===== src/rtl/secded_pkg.sv =====
package secded_pkg;
  localparam int DATA_W   = 4;
  localparam int CHK_W    = 3;
  localparam int BODY_W   = DATA_W + CHK_W;
  localparam int WORD_W   = BODY_W + 1;
  localparam int SYN_LINES = 1 << CHK_W;
  localparam int OVR_POS  = WORD_W - 1;

  // strobes from control to datapath
  typedef struct packed {
    logic [WORD_W-1:0] flip;
    logic              clean;
    logic              fixed;
    logic              uncorr;
  } fixCtl_t;

  // check bits: [2] over d3,d2,d1  [1] over d3,d2,d0  [0] over d3,d1,d0
  function automatic logic [CHK_W-1:0] calcChecks(input logic [DATA_W-1:0] d);
    calcChecks = {d[3] ^ d[2] ^ d[1], d[3] ^ d[2] ^ d[0], d[3] ^ d[1] ^ d[0]};
  endfunction

  function automatic logic [WORD_W-1:0] buildWord(input logic [DATA_W-1:0] d);
    logic [BODY_W-1:0] body;
    body = {calcChecks(d), d};
    buildWord = {^body, body};
  endfunction
endpackage


===== src/rtl/secded_datapath.sv =====
module secded_datapath
  import secded_pkg::*;
(
  input  logic                clk,
  input  logic                rstN,
  input  logic [DATA_W-1:0]   encData,
  input  logic [WORD_W-1:0]   rxWord,
  input  fixCtl_t             ctl,
  output logic [WORD_W-1:0]   encWord,
  output logic [CHK_W-1:0]    syndrome,
  output logic                ovrMismatch,
  output logic [WORD_W-1:0]   fixedWord
);
  assign encWord     = buildWord(encData);
  assign syndrome    = calcChecks(rxWord[DATA_W-1:0]) ^ rxWord[BODY_W-1:DATA_W];
  assign ovrMismatch = ^rxWord;

  // one two-input XOR per codeword position
  for (genvar i = 0; i < WORD_W; i++) begin : g_fix
    assign fixedWord[i] = rxWord[i] ^ ctl.flip[i];
  end


  enc_even_parity_chk: assert property (@(posedge clk) disable iff (!rstN)
    (^encWord) == 1'b0);


  enc_data_field_chk: assert property (@(posedge clk) disable iff (!rstN)
    encWord[DATA_W-1:0] == encData);
endmodule


===== src/rtl/secded_control.sv =====
module secded_control
  import secded_pkg::*;
(
  input  logic             clk,
  input  logic             rstN,
  input  logic [CHK_W-1:0] syndrome,
  input  logic             ovrMismatch,
  output fixCtl_t          ctl
);
  logic [SYN_LINES-1:0] line;

  // 3-to-8 syndrome decoder
  for (genvar g = 0; g < SYN_LINES; g++) begin : g_line
    assign line[g] = (syndrome == CHK_W'(g));
  end

  // data positions: strobe taken from the line equal to that bit's column
  for (genvar i = 0; i < DATA_W; i++) begin : g_dataFlip
    localparam logic [CHK_W-1:0] COL = calcChecks(DATA_W'(1) << i);
    assign ctl.flip[i] = line[COL] & ovrMismatch;
  end

  // check positions: a lone check bit has a unit column
  for (genvar j = 0; j < CHK_W; j++) begin : g_chkFlip
    localparam int COLC = 1 << j;
    assign ctl.flip[DATA_W+j] = line[COLC] & ovrMismatch;
  end

  // zero syndrome with odd parity: whole-word bit is the culprit
  assign ctl.flip[OVR_POS] = line[0] & ovrMismatch;

  assign ctl.clean  = line[0] & ~ovrMismatch;
  assign ctl.fixed  = ovrMismatch;
  assign ctl.uncorr = ~line[0] & ~ovrMismatch;


  flip_single_chk: assert property (@(posedge clk) disable iff (!rstN)
    $onehot0(ctl.flip));


  no_flip_on_double_chk: assert property (@(posedge clk) disable iff (!rstN)
    ctl.uncorr |-> (ctl.flip == '0));
endmodule


===== src/rtl/secded_corrector.sv =====
module secded_corrector
  import secded_pkg::*;
(
  input  logic              clk,
  input  logic              rstN,
  input  logic [DATA_W-1:0] encData,
  output logic [WORD_W-1:0] encWord,
  input  logic              inValid,
  input  logic [WORD_W-1:0] inWord,
  output logic              outValid,
  output logic [WORD_W-1:0] outWord,
  output logic [DATA_W-1:0] outData,
  output logic              outClean,
  output logic              outCorrected,
  output logic              outUncorr
);
  fixCtl_t           ctl;
  logic [CHK_W-1:0]  syndrome;
  logic              ovrMismatch;
  logic [WORD_W-1:0] fixedWord;

  secded_datapath u_datapath (
    .clk(clk), .rstN(rstN), .encData(encData), .rxWord(inWord), .ctl(ctl),
    .encWord(encWord), .syndrome(syndrome), .ovrMismatch(ovrMismatch),
    .fixedWord(fixedWord)
  );

  secded_control u_control (
    .clk(clk), .rstN(rstN), .syndrome(syndrome), .ovrMismatch(ovrMismatch),
    .ctl(ctl)
  );

  always_ff @(posedge clk or negedge rstN) begin
    if (!rstN) begin
      outValid     <= 1'b0;
      outWord      <= '0;
      outClean     <= 1'b0;
      outCorrected <= 1'b0;
      outUncorr    <= 1'b0;
    end else begin
      outValid <= inValid;
      if (inValid) begin
        outWord      <= fixedWord;
        outClean     <= ctl.clean;
        outCorrected <= ctl.fixed;
        outUncorr    <= ctl.uncorr;
      end
    end
  end

  assign outData = outWord[DATA_W-1:0];


  valid_follow_chk: assert property (@(posedge clk) disable iff (!rstN)
    inValid |=> outValid);


  valid_idle_chk: assert property (@(posedge clk) disable iff (!rstN)
    !inValid |=> (!outValid && $stable(outWord) && $stable(outUncorr)));


  flag_onehot_chk: assert property (@(posedge clk) disable iff (!rstN)
    outValid |-> $onehot({outClean, outCorrected, outUncorr}));


  repaired_is_code_chk: assert property (@(posedge clk) disable iff (!rstN)
    (outValid && !outUncorr) |->
      ((^outWord) == 1'b0 && calcChecks(outWord[DATA_W-1:0]) == outWord[BODY_W-1:DATA_W]));


  double_passthru_chk: assert property (@(posedge clk) disable iff (!rstN)
    (outValid && outUncorr) |-> (outWord == $past(inWord)));
endmodule


===== config.mk =====
export PLATFORM = sky130hd
export DESIGN_NAME = secded_corrector
export DESIGN_NICKNAME = d
export VERILOG_FILES = /design/src/rtl/secded_pkg.sv /design/src/rtl/secded_datapath.sv /design/src/rtl/secded_control.sv /design/src/rtl/secded_corrector.sv
export SDC_FILE = /design/constraint.sdc
export NUM_CORES = 1
export LEC_CHECK = 0
export BUFFER_PORTS_ARGS = -buffer_cell sky130_fd_sc_hd__buf_2
export CORE_ASPECT_RATIO = 1.2
export CORE_UTILIZATION = 40
export CTS_BUF_LIST = sky130_fd_sc_hd__clkbuf_4
export CTS_CLUSTER_DIAMETER = 120
export DETAILED_ROUTE_END_ITERATION = 12
export GPL_TIMING_DRIVEN = 0
export PLACE_DENSITY = 0.74
export SETUP_SLACK_MARGIN = 0.02
export SKIP_LAST_GASP = 1
export SYNTH_ARGS = -nofsm -noshare
export SYNTH_HDL_FRONTEND = slang
export SYNTH_HIERARCHICAL = 1
export SYNTH_SLANG_ARGS = --single-unit

===== constraint.sdc =====
create_clock -name clk -period 1 [get_ports clk]
set_input_delay 0.05 -clock clk [delete_from_list [all_inputs] [get_ports clk]]
set_output_delay 0.05 -clock clk [all_outputs]
set_load 0.1 [all_outputs]

Word level (Yosys, flattened, before mapping)
Index checks and enable logic that the tools add are counted.

word-level totals
  register bits after elaboration = 12
  input port bits = 15
  output and inout bits = 24
  logic and storage cells = 46

cells by class
  equality and inequality tests = 7
  bitwise logic cells = 31
  reductions and logical operators = 3

operators by type and width
  operator                                       number
  bitwise XOR 1 bit                              18
  == test 3 bit, second input constant           4
  bitwise AND 1 bit                              10
  XOR reduction 8 bit                            1
  XOR reduction 7 bit                            1
  == test 3 x 2 -> 1 bit, second input constant  2
  == test 3 x 1 -> 1 bit, second input constant  1
  logical NOT 3 bit                              1
  bitwise XOR 3 bit                              1
  NOT 1 bit                                      2

Logic depth before layout (Yosys ltp)
Gate-level depths: netlist (run 1).

  depth after elaboration = 6
  depth in mapped cells = 6
  mapped depth without buffers = 6

Hierarchy
Netlist (run 1), hierarchy kept.

modules (own cells, without submodules)
  module            instances  cells each  area an instance (um^2)  sequential area each (um^2)
  secded_corrector  1          28          503.0                    300.3
  secded_datapath   1          27          274.0                    0.0
  secded_control    1          17          96.3                     0.0

Worst setup path before layout (run 1)
OpenSTA, ideal clock, no wires.

  kind = input port to output port
  start = input port encData[0]
  end = output port encWord[4]
  data arrival time = 1.773 ns
  required time = 0.950 ns
  path slack = -0.823 ns
  stages on the path = 2
  cell sequence = xnor2_1 -> xnor2_1

on the way
  word-level cells in the longest chain between the ends = 1

ends and longest elaborated chain
  what                line                   RTL
  start: declaration  secded_corrector.sv:6  input logic [DATA_W-1:0] encData,
  bitwise XOR 1 bit   secded_pkg.sv:19       calcChecks = {d[3] ^ d[2] ^ d[1], d[3] ^ d[2] ^ d[0], d[3] ^ d[1] ^ d[0]};
  end: declaration    secded_corrector.sv:7  output logic [WORD_W-1:0] encWord,

No other way between the ends.

==> results of run 1 <==
-- worst min-delay path by stage --
stage	from	to	slack (ns)	cells after the start
final	inValid	outWord[5]	0.07	2
after global routing	inValid	outWord[5]	0.07	2
after CTS	inValid	outWord[5]	0.06	2
after detailed placement	rstN	outClean	-0.06	1
after global placement	rstN	outUncorr	-0.06	1
after floorplan	rstN	outClean	-0.25	0
-- metal layers --
metal | track usage, % | wire [um] | part of all wire [%]
met1 | 18.6 | 754 | 37
met5 | 0 | 0 | 0
met3 | 3.75 | 75 | 3.7
met4 | 6.06 | 17 | 0.83
met2 | 30.4 | 1210 | 59
-- metrics by stage --
step / TNS (ns) / util (%) / instance area (um^2) / power [W]
4_1_cts: -5.00 / 74.9 / 1540 / 0.00392
3_3_place_gp: -9.34 / 59.1 / 1210 / 0.00308
5_1_grt: -5.85 / 81.6 / 1670 / 0.00431
6_report: -5.49 / 81.6 / 1670 / 0.00416
3_5_place_dp: -9.74 / 59.1 / 1210 / 0.00311
2_1_floorplan: -5.89 / - / 983 / 0.00278
-- cell usage in the layout, fill, tap and decap left out --
cell / synthesis / layout
buf_12: 0 / 10
buf_2: 0 / 14
buf_4: 9 / 13
buf_6: 1 / 16
buf_8: 0 / 2
clkbuf_4: 0 / 3
clkinv_1: 0 / 1
dfrtp_1: 12 / 8
dfrtp_4: 0 / 4
dlygate4sd3_1: 0 / 2
mux2_2: 1 / 1
mux2_4: 10 / 10
nand2_1: 1 / 1
nand2_4: 0 / 1
nand2b_1: 2 / 1
nand2b_4: 1 / 2
nor2_1: 7 / 1
nor2_2: 0 / 4
nor2_4: 0 / 2
nor3_2: 1 / 1
nor3_4: 0 / 2
nor4_1: 1 / 1
xnor2_1: 11 / 3
xnor2_2: 0 / 1
xnor2_4: 0 / 7
xnor3_2: 1 / 3
xor2_1: 9 / 9
-- timing repair --
action / in CTS / in global routing
endpoints found under the hold margin: 13 / 0
pin swaps: 5 / 8
buffers inserted: 4 / 3
setup endpoints to repair: 31 / 28
gates resized for setup: 63 / 26
hold buffers: 2 / 0
-- critical path, stage by stage --
cell and delay, ns:
buf_8 0.08, xnor3_2 0.44, xnor3_2 0.46, nand2b_4 0.16, nor3_4 0.05, xor2_1 0.14
mux2_4 0.26
-- power groups by stage --
stage | Clock (W) | Sequential (W) | Combinational, W
after detailed placement | 0 | 0.000716 | 0.00239
final | 0.000296 | 0.000749 | 0.00311
after global routing | 0.000336 | 0.000767 | 0.00320
after floorplan | 0 | 0.00159 | 0.00119
after global placement | 0 | 0.000709 | 0.00237
after CTS | 0.000307 | 0.000737 | 0.00288
-- cell type report --
| class | count | area (um^2) | area share [%] |
|---|---|---|---|
| Clock inverter | 1 | 3.75 | 0.224 |
| Multi-Input combinational cell | 50 | 696 | 41.6 |
| Sequential cell | 12 | 315 | 18.8 |
| Clock buffer | 3 | 22.5 | 1.35 |
| Timing Repair Buffer | 47 | 504 | 30.1 |
| Tap cell | 30 | 37.5 | 2.24 |
| Buffer | 10 | 93.8 | 5.61 |
-- state kept, by name, summed over array words and instances (netlist names) --
| register | cells |
|---|---|
| outUncorr | 1 |
| outCorrected | 1 |
| outValid | 1 |
| outWord | 8 |
| outClean | 1 |
-- cell families after synthesis --
kind of cell           after synthesis  synth area share (%)
AND/OR/NAND/NOR                     16                  10.2
flip-flops                          12                  34.4
multiplexers                        11                  18.5
buffers and inverters               10                  9.03
XOR/XNOR                            23                  27.9
==> results.json, run 1 <==
{
  "outcome": "complete, but fails checks",
  "violations": "setup timing",
  "combPwrFrac_pct": 74.9,
  "dp_hpwl_um": 1330,
  "internal_power_w": 0.00191,
  "viasPerCell": 4.57,
  "cp.arrival_ns": 1.63,
  "root_buffer": "clkbuf_4",
  "cts_max_level": 1,
  "pre_cts_slack_ns": -0.857,
  "postSynthCellCount": 72,
  "postRouteAntennaNets": 0,
  "worst_clock_skew_ns": 0,
  "grt_overflow": 0,
  "setup_slack_ns": -0.478,
  "cts_tree": "yes",
  "yosysMostFrequentCell": "dfrtp_1",
  "synth.top_cell.area_share_pct": 34.4,
  "hold_viol": 0,
  "antenna_found_initial": 0,
  "grt_util_all_layers_pct": 16.7,
  "dr_total_vias": 699,
  "p_clk_share_pct": 7.1,
  "path_clk_slew_ns": 0.08,
  "nFillCells": 110,
  "core_area_mm2": 0.00205,
  "ios": 39,
  "required_ns": 1.16,
  "gp_routability_congestion": 0.720,
  "wl_per_cell_um": 13.4,
  "diodes": 0,
  "p_leak_nw": 0.793,
  "synth_nets": 87,
  "die_w_um": 44.7,
  "floorplan.rows": 18,
  "peakVddDrop_uv": 1370,
  "powerDensity_mw_per_mm2": 2480,
  "cts_buffers": 3,
  "clock_path_buffers": 2,
  "synth_edf_count": 0,
  "max_freq_ghz": 0.677,
  "layout-drive-gt1-share_pct": 78.0,
  "drcViolationCount": 0,
  "dieArea_mm2": 0.00237,
  "ys_warn_count": 6,
  "setup.worst_path.start": "inWord[1]",
  "drtIter0Drc": 2,
  "area_growth_pct": 91.5,
  "relSlewSlack_pct": 66.6,
  "startpoint_type": "primary input",
  "rsz0062_at_grt": "yes",
  "syn-cell-area_um2": 873,
  "end_kind": "flop",
  "yosys-top-cells-area": "dfrtp_1 (34%), mux2_4 (17%), xnor2_1 (11%), xor2_1 (9.0%), buf_4 (7.7%)",
  "avgSynthCellArea_um2": 12.1,
  "synth_common_cells": "dfrtp_1 (12), xnor2_1 (11), mux2_4 (10)",
  "ys.flop_type": "dfrtp_1",
  "reg2reg_from": "outWord[0]",
  "hold_path.class": "primary input to flop",
  "worstMarginPinSlew_ns": 0.498,
  "initial_utilization_pct": 42.6,
  "port_buffers": 38,
  "final_nets": 139,
  "drv_cap": 0,
  "routed_wl_um": 2050,
  "async_flop_share_pct": 100,
  "ff2ff_path_depth": 1,
  "crit_type": "primary input to flop",
  "die_h_um": 53.2,
  "ys_ff_latch": 12,
  "clock_latency_ns": 0.26,
  "grt_max_degree": 13,
  "ys_seq_area_share_pct": 34.4,
  "endpoint": "outWord[7]",
  "rrSetupSlack_ns": 0.10,
  "fin_crit_sh_pct": 148,
  "p_seq_share_pct": 18.0,
  "final_cell_count_no_fill": 153,
  "switchingPower_w": 0.00225,
  "final-setup-viol-count": 16,
  "slew_violations": 0,
  "grt_pass1_wl_um": 2790,
  "cts.sinks": 12,
  "first_pass_iters": 4,
  "rr_endpoint": "outWord[0]",
  "holdWs_ns": 0.0734,
  "crit_fanout": 4,
  "first_global_vias": 644,
  "yosysTopAreaCell": "dfrtp_1",
  "placed_cells": 140,
  "min_period_ns": 1.48,
  "synth_cell_types": 17,
  "p_sw_share_pct": 54.1
}
No activity file was read; power rests on OpenSTA's default activity.
==> inputs of run 2 (changes only) <==
--- a/config.mk
+++ b/config.mk
@@ -7,12 +7,12 @@
 export LEC_CHECK = 0
 export BUFFER_PORTS_ARGS = -buffer_cell sky130_fd_sc_hd__buf_2
 export CORE_ASPECT_RATIO = 1.2
-export CORE_UTILIZATION = 40
+export CORE_UTILIZATION = 45
 export CTS_BUF_LIST = sky130_fd_sc_hd__clkbuf_4
 export CTS_CLUSTER_DIAMETER = 120
 export DETAILED_ROUTE_END_ITERATION = 12
 export GPL_TIMING_DRIVEN = 0
-export PLACE_DENSITY = 0.74
+export PLACE_DENSITY = 0.81
 export SETUP_SLACK_MARGIN = 0.02
 export SKIP_LAST_GASP = 1
 export SYNTH_ARGS = -nofsm -noshare
==> run 2 against run 1 <==
Against the previous run:
- the run still ends with setup timing left
- highest routed layer unchanged
- sequential power grew 3.2%
- critical endpoint unchanged
- via count grew 7.2%
- clock-buffer cell count is the same
- sequential share of layout area grew 0.17 points
- non-clock buffer count shrank 1
==> results.json, run 2 (synthesized netlist as in run 1, its figures left out) <==
{
  "powerDensity_mw_per_mm2": 2570,
  "p_clk_share_pct": 7.7,
  "die_w_um": 42.2,
  "drcViolationCount": 0,
  "final-setup-viol-count": 19,
  "internal_power_w": 0.00194,
  "peakVddDrop_uv": 2150,
  "drtIter0Drc": 14,
  "pre_cts_slack_ns": -0.866,
  "relSlewSlack_pct": 61.2,
  "rsz0062_at_grt": "yes",
  "antenna_found_initial": 0,
  "dieArea_mm2": 0.00212,
  "first_pass_iters": 4,
  "min_period_ns": 1.54,
  "layout-drive-gt1-share_pct": 74.6,
  "clock_path_buffers": 2,
  "switchingPower_w": 0.00232,
  "startpoint_type": "primary input",
  "grt_pass1_wl_um": 3340,
  "root_buffer": "clkbuf_4",
  "cp.arrival_ns": 1.72,
  "seqCellArea_um2": 315,
  "area_growth_pct": 89.8,
  "largest_register_ffs": 8,
  "clock_latency_ns": 0.28,
  "max_freq_ghz": 0.648,
  "grt_overflow": 0,
  "met1_length_um": 985,
  "cts_buffers": 3,
  "crit_fanout": 4,
  "worst_clock_skew_ns": 0,
  "ios": 39,
  "drv_cap": 0,
  "wl_per_cell_um": 19.2,
  "routed.top_layer": "met4",
  "min-delay-start": "inValid",
  "first_global_vias": 735,
  "gp_routability_congestion": 0.772,
  "setup.worst_path.start": "inWord[3]",
  "combPwrFrac_pct": 74.2,
  "floorplan.rows": 17,
  "violations": "setup timing",
  "nFillCells": 70,
  "regMostFlops": "outWord",
  "worstMarginPinSlew_ns": 0.577,
  "final_common_cell": "buf_6",
  "hold_viol": 0,
  "reg2reg_from": "outWord[3]",
  "p_leak_nw": 0.793,
  "p_seq_share_pct": 18.1,
  "crit_type": "primary input to flop",
  "cts.sinks": 12,
  "postRouteAntennaNets": 0,
  "slew_violations": 0,
  "outcome": "complete, but fails checks",
  "cts_max_level": 1,
  "final_nets": 138,
  "end_kind": "flop",
  "port_buffers": 38,
  "initial_utilization_pct": 47.7,
  "setup_slack_ns": -0.544,
  "viasPerCell": 5.31,
  "diodes": 0,
  "routed-wl-met2_um": 1480,
  "core_area_mm2": 0.00183,
  "routed_wl_um": 2710,
  "die_h_um": 50.3,
  "cts_tree": "yes",
  "rrSetupSlack_ns": 0.10,
  "dp_hpwl_um": 1330,
  "p_sw_share_pct": 54.4,
  "path_clk_slew_ns": 0.08,
  "layout_common_cells": "buf_6 (15), buf_2 (14), buf_12 (12), mux2_4 (10), buf_4 (10)",
  "dr_total_vias": 749,
  "required_ns": 1.17,
  "grt_max_degree": 13,
  "holdWs_ns": 0.0473,
  "met3_length_um": 126,
  "fin_crit_sh_pct": 154,
  "grt_util_all_layers_pct": 21.8,
  "multiInputGateArea_um2": 673,
  "setup-tns-final_ns": -5.82,
  "hold_path.class": "primary input to flop"
}
## run 2: cell types whose count changed in the layout (fill, tap and decap cells not counted), sizes merged
cell	change
buf	-1
## run 2: worst max-delay path, stage by stage
cell	delay, ns
buf_2	0.16
xor2_1	0.21
xnor2_1	0.51
nand2b_4	0.29
nor3_4	0.05
xor2_1	0.17
mux2_4	0.26
## run 2: layout make-up
class | count | area share, %
buffer | 10 | 5.66
clock buffer | 3 | 1.36
clock inverter | 1 | 0.226
multi-input combinational | 50 | 40.6
sequential | 12 | 19.0
tap | 19 | 1.43
timing repair buffer | 46 | 31.7
## run 2: repair_timing
action,CTS,global route
buffers inserted,4,2
hold buffers,2,0
setup endpoints to repair,31,28
resized for setup,63,26
pin swaps,8,8
endpoints found under the hold margin,13,0
gates cloned,0,0
## run 2: path summary, 6_finish.rpt
| kind | to | depth (start not counted) |
|---|---|---|
| worst max-delay path | outWord[7] | 7 |
| max in group asynchronous | outWord[1] | 2 |
| worst min-delay path | outWord[5] | 2 |
| min in group asynchronous | outWord[3] | 2 |
| worst max register to register | outWord[3] | 1 |
| worst min register to register | outWord[7] | 1 |
## run 2: stage by stage
step,std cells,total power [W],instance area (um^2),util (%)
floorplan,72,0.00278,983,-
global placement,129,0.00309,1200,65.5
detailed placement,129,0.00311,1200,65.5
CTS,139,0.00394,1510,82.8
global route,141,0.00436,1660,90.6
finish,141,0.00426,1660,90.6
## run 2: power by group through the flow
stage	Clock, W	Combinational [W]	Sequential (W)
after floorplan	0	0.00119	0.00159
after detailed placement	0	0.00239	0.000716
final	0.000326	0.00316	0.000773
after global placement	0	0.00237	0.000713
after CTS	0.000310	0.00289	0.000745
after global routing	0.000351	0.00322	0.000785
## run 2: per-layer routing
layer / vias up / track usage [%]
met3: 12 / 5.04
met2: 41 / 39.7
li1: 332 / -
met1: 364 / 22.3
met4: 0 / 12.5
met5: - / 0
==> inputs of run 3 (changes only) <==
--- a/config.mk
+++ b/config.mk
@@ -7,12 +7,12 @@
 export LEC_CHECK = 0
 export BUFFER_PORTS_ARGS = -buffer_cell sky130_fd_sc_hd__buf_2
 export CORE_ASPECT_RATIO = 1.2
-export CORE_UTILIZATION = 45
+export CORE_UTILIZATION = 48
 export CTS_BUF_LIST = sky130_fd_sc_hd__clkbuf_4
 export CTS_CLUSTER_DIAMETER = 120
 export DETAILED_ROUTE_END_ITERATION = 12
 export GPL_TIMING_DRIVEN = 0
-export PLACE_DENSITY = 0.81
+export PLACE_DENSITY = 0.85
 export SETUP_SLACK_MARGIN = 0.02
 export SKIP_LAST_GASP = 1
 export SYNTH_ARGS = -nofsm -noshare
==> run 3 against run 2 <==
Against the previous run:
- the run now fails in 5_1_grt
- synthesized area unchanged
- synthesized cell count did not move
==> results.json, run 3 <==
{
  "ys_warn_count": 6,
  "synth_cell_types": 17,
  "synth_common_cells": "dfrtp_1 (12), xnor2_1 (11), mux2_4 (10)",
  "synth-xor-area-share_pct": 27.9,
  "yosys-top-cells-area": "dfrtp_1 (34%), mux2_4 (17%), xnor2_1 (11%), xor2_1 (9.0%), buf_4 (7.7%)",
  "synth_nets": 87,
  "async_flop_share_pct": 100,
  "ys.flop_type": "dfrtp_1",
  "synthMuxAreaShare_pct": 18.5,
  "yosys.area_share.simple_pct": 10.2,
  "syn-cell-area_um2": 873,
  "haltStage": "5_1_grt",
  "dp_hpwl_um": 1430,
  "grt_worst_setup_endpoint": "outWord[7]$_DFFE_PN0P_/D",
  "error": "[ERROR DPL-0038] Utilization greater than 100%, impossible to legalize",
  "root_buffer": "clkbuf_4",
  "ys_seq_area_share_pct": 34.4,
  "cts_buffers": 3,
  "floorplan.rows": 16,
  "ios": 39,
  "cts.sinks": 12,
  "synth_top_family_by_area": "XOR/XNOR gates",
  "clock_path_buffers": 2,
  "postSynthCellCount": 72,
  "place_area_mm2": 0.00120,
  "die_w_um": 40.9,
  "yosysMostFrequentCell": "dfrtp_1",
  "initial_utilization_pct": 52.6,
  "grt_max_degree": 13,
  "synth_compound_area_share_pct": 0,
  "yosysTopAreaCell": "dfrtp_1",
  "cts_max_level": 1,
  "synth_edf_count": 0,
  "avgSynthCellArea_um2": 12.1,
  "pre_cts_slack_ns": -0.867,
  "ys_ff_latch": 12,
  "synthAdderAreaFrac_pct": 0,
  "die_h_um": 48.7,
  "port_buffers": 38,
  "outcome": "stopped before the end",
  "synth.top_cell.area_share_pct": 34.4,
  "gp_routability_congestion": 0.819,
  "worst_endpoint_kind": "sequential cell input"
}
## run 3: kinds of logic after synthesis
kind of cell / after synthesis
and+or+nand+nor: 16
muxes: 11
DFF: 12
buffers and inverters: 10
xor gates and xnor gates: 23
## run 3: timing repair
action	CTS
setup buffers	7
endpoints found under the setup margin	31
endpoints found under the hold margin	13
gates resized for setup	65
pin swaps	7
hold buffers	2
## run 3: metrics by stage
stage | setup TNS (ns) | utilization (%) | std cells
2_1_floorplan | -5.89 | - | 72
3_3_place_gp | -9.11 | 72.0 | 128
3_5_place_dp | -9.63 | 72.0 | 128
4_1_cts | -5.03 | 93.0 | 141
==> inputs of run 4 (changes only) <==
--- a/config.mk
+++ b/config.mk
@@ -6,14 +6,11 @@
 export NUM_CORES = 1
 export LEC_CHECK = 0
 export BUFFER_PORTS_ARGS = -buffer_cell sky130_fd_sc_hd__buf_2
-export CORE_ASPECT_RATIO = 1.2
-export CORE_UTILIZATION = 48
-export CTS_BUF_LIST = sky130_fd_sc_hd__clkbuf_4
-export CTS_CLUSTER_DIAMETER = 120
+export CORE_AREA = 2 2 63 65
 export DETAILED_ROUTE_END_ITERATION = 12
+export DIE_AREA = 0 0 65 67
 export GPL_TIMING_DRIVEN = 0
-export PLACE_DENSITY = 0.85
-export SETUP_SLACK_MARGIN = 0.02
+export PLACE_DENSITY_LB_ADDON = 0.15
 export SKIP_LAST_GASP = 1
 export SYNTH_ARGS = -nofsm -noshare
 export SYNTH_HDL_FRONTEND = slang
==> run 4 against run 3 <==
Against the previous run:
- the flow now finishes, with violations (setup timing)
==> results.json, run 4 (synthesized netlist as in run 1, its figures left out) <==
{
  "first_global_vias": 675,
  "diodes": 0,
  "grt_util_all_layers_pct": 8.97,
  "layout-drive-gt1-share_pct": 77.8,
  "design_area_mm2": 0.00165,
  "rrSetupSlack_ns": 0.01,
  "nFillCells": 350,
  "dp_hpwl_um": 1390,
  "hold_path.class": "primary input to flop",
  "cpLargestDelayFamily": "XOR/XNOR gates",
  "largest_register_ffs": 8,
  "setup_slack_ns": -0.469,
  "grt_pass1_wl_um": 2960,
  "cts_buffers": 3,
  "rr_endpoint": "outWord[2]",
  "peakVddDrop_uv": 771,
  "end_kind": "flop",
  "hold_viol": 0,
  "root_buffer": "clkbuf_8",
  "area_growth_pct": 88.8,
  "cts_max_level": 1,
  "drtIter0Drc": 9,
  "reg2reg_from": "outWord[2]",
  "relSlewSlack_pct": 67.9,
  "powerDensity_mw_per_mm2": 2480,
  "place_area_mm2": 0.00122,
  "cts_tree": "yes",
  "initial_utilization_pct": 24.2,
  "ios": 39,
  "crit_type": "primary input to flop",
  "final_cell_count_no_fill": 174,
  "slew_violations": 0,
  "fin_crit_sh_pct": 147,
  "gp_routability_congestion": 0.727,
  "final_common_cell": "buf_4",
  "viasPerCell": 3.96,
  "grt_max_degree": 13,
  "final_nets": 143,
  "wl_per_cell_um": 10.4,
  "required_ns": 1.12,
  "drcViolationCount": 0,
  "path_clk_slew_ns": 0.05,
  "cpPeakStageDelay_ns": 0.45,
  "max_freq_ghz": 0.681,
  "cp.arrival_ns": 1.59,
  "postRouteAntennaNets": 0,
  "placed_cells": 158,
  "hold_end": "outWord[5]",
  "cp_common_cell": "xnor3_2",
  "startpoint_type": "primary input",
  "cts.sinks": 12,
  "min_period_ns": 1.47,
  "final-setup-viol-count": 15,
  "first_pass_iters": 4,
  "min-delay-start": "inValid",
  "crit_fanout": 4,
  "cp.depth": 7,
  "die_w_um": 65,
  "cp_num_buf_inv": 1,
  "worst_clock_skew_ns": 0,
  "die_h_um": 67,
  "holdWs_ns": 0.100,
  "drv_cap": 0,
  "regMostFlops": "outWord",
  "core_area_mm2": 0.00361,
  "grt_overflow": 0,
  "p_leak_nw": 0.788,
  "layout_common_cells": "buf_4 (24), buf_6 (15), buf_2 (15), mux2_4 (10), xor2_1 (9)",
  "worstMarginPinSlew_ns": 0.485,
  "routed_wl_um": 1800,
  "port_buffers": 38,
  "critical_path.cell_chain": "buf_12 -> xnor3_2 -> xnor3_2 -> nand2b_4 -> nor2_1 -> xor2_1 -> mux2_2",
  "critPathSlowestCell": "xnor3_2",
  "clock_path_buffers": 2,
  "floorplan.rows": 22,
  "rsz0062_at_grt": "yes",
  "antenna_found_initial": 0,
  "violations": "setup timing",
  "dieArea_mm2": 0.00436,
  "ff2ff_path_depth": 2,
  "outcome": "complete, but fails checks",
  "dr_total_vias": 689,
  "clock_latency_ns": 0.23,
  "whs_path_depth": 2
}
[run 4: worst max-delay path by stage]
stage               slack (ns)          to  startpoint
floorplan                -0.59  outWord[6]   inWord[1]
global placement         -0.90  outWord[5]   inWord[1]
detailed placement       -0.92  outWord[5]   inWord[1]
CTS                      -0.47  outWord[5]   inWord[5]
global route             -0.51  outWord[5]   inWord[3]
finish                   -0.47  outWord[5]   inWord[3]
[run 4: report_power, final]
group / total (W) / leakage [nW] / switching [W] / internal (W)
combinational: 0.00295 / 0.627 / 0.00193 / 0.00102
clock: 0.000421 / 0.0216 / 0.000157 / 0.000264
sequential: 0.000719 / 0.139 / 0.0000891 / 0.000630
[run 4: layout make-up]
class | count | area [um^2] | area share [%]
Clock buffer | 3 | 41.3 | 2.50
Timing Repair Buffer | 51 | 450 | 27.3
Multi-Input combinational cell | 50 | 688 | 41.7
Sequential cell | 12 | 315 | 19.1
Buffer | 10 | 93.8 | 5.69
Tap cell | 48 | 60.1 | 3.64
[run 4: timing repair]
action                                  4_1_cts  5_1_grt
endpoints found under the setup margin       31       17
resized for setup                            59       11
hold buffers                                  2        0
setup buffers                                 9        2
pin swaps                                     7        4
endpoints found under the hold margin        13        0
[run 4: stage by stage]
step | setup slack, ns | utilization (%) | power, W | TNS [ns]
floorplan | -0.587 | - | 0.00275 | -5.89
global route | -0.505 | 45.7 | 0.00427 | -5.33
detailed placement | -0.919 | 33.8 | 0.00309 | -9.96
finish | -0.469 | 45.7 | 0.00409 | -4.82
CTS | -0.465 | 44.1 | 0.00406 | -4.83
global placement | -0.903 | 33.8 | 0.00308 | -9.80
[run 4: per-layer routing]
layer / track usage, % / part of all wire (%)
met1: 11.1 / 40
met2: 15.1 / 53
met3: 1.69 / 5.2
met4: 3.99 / 1.4
met5: 0 / 0
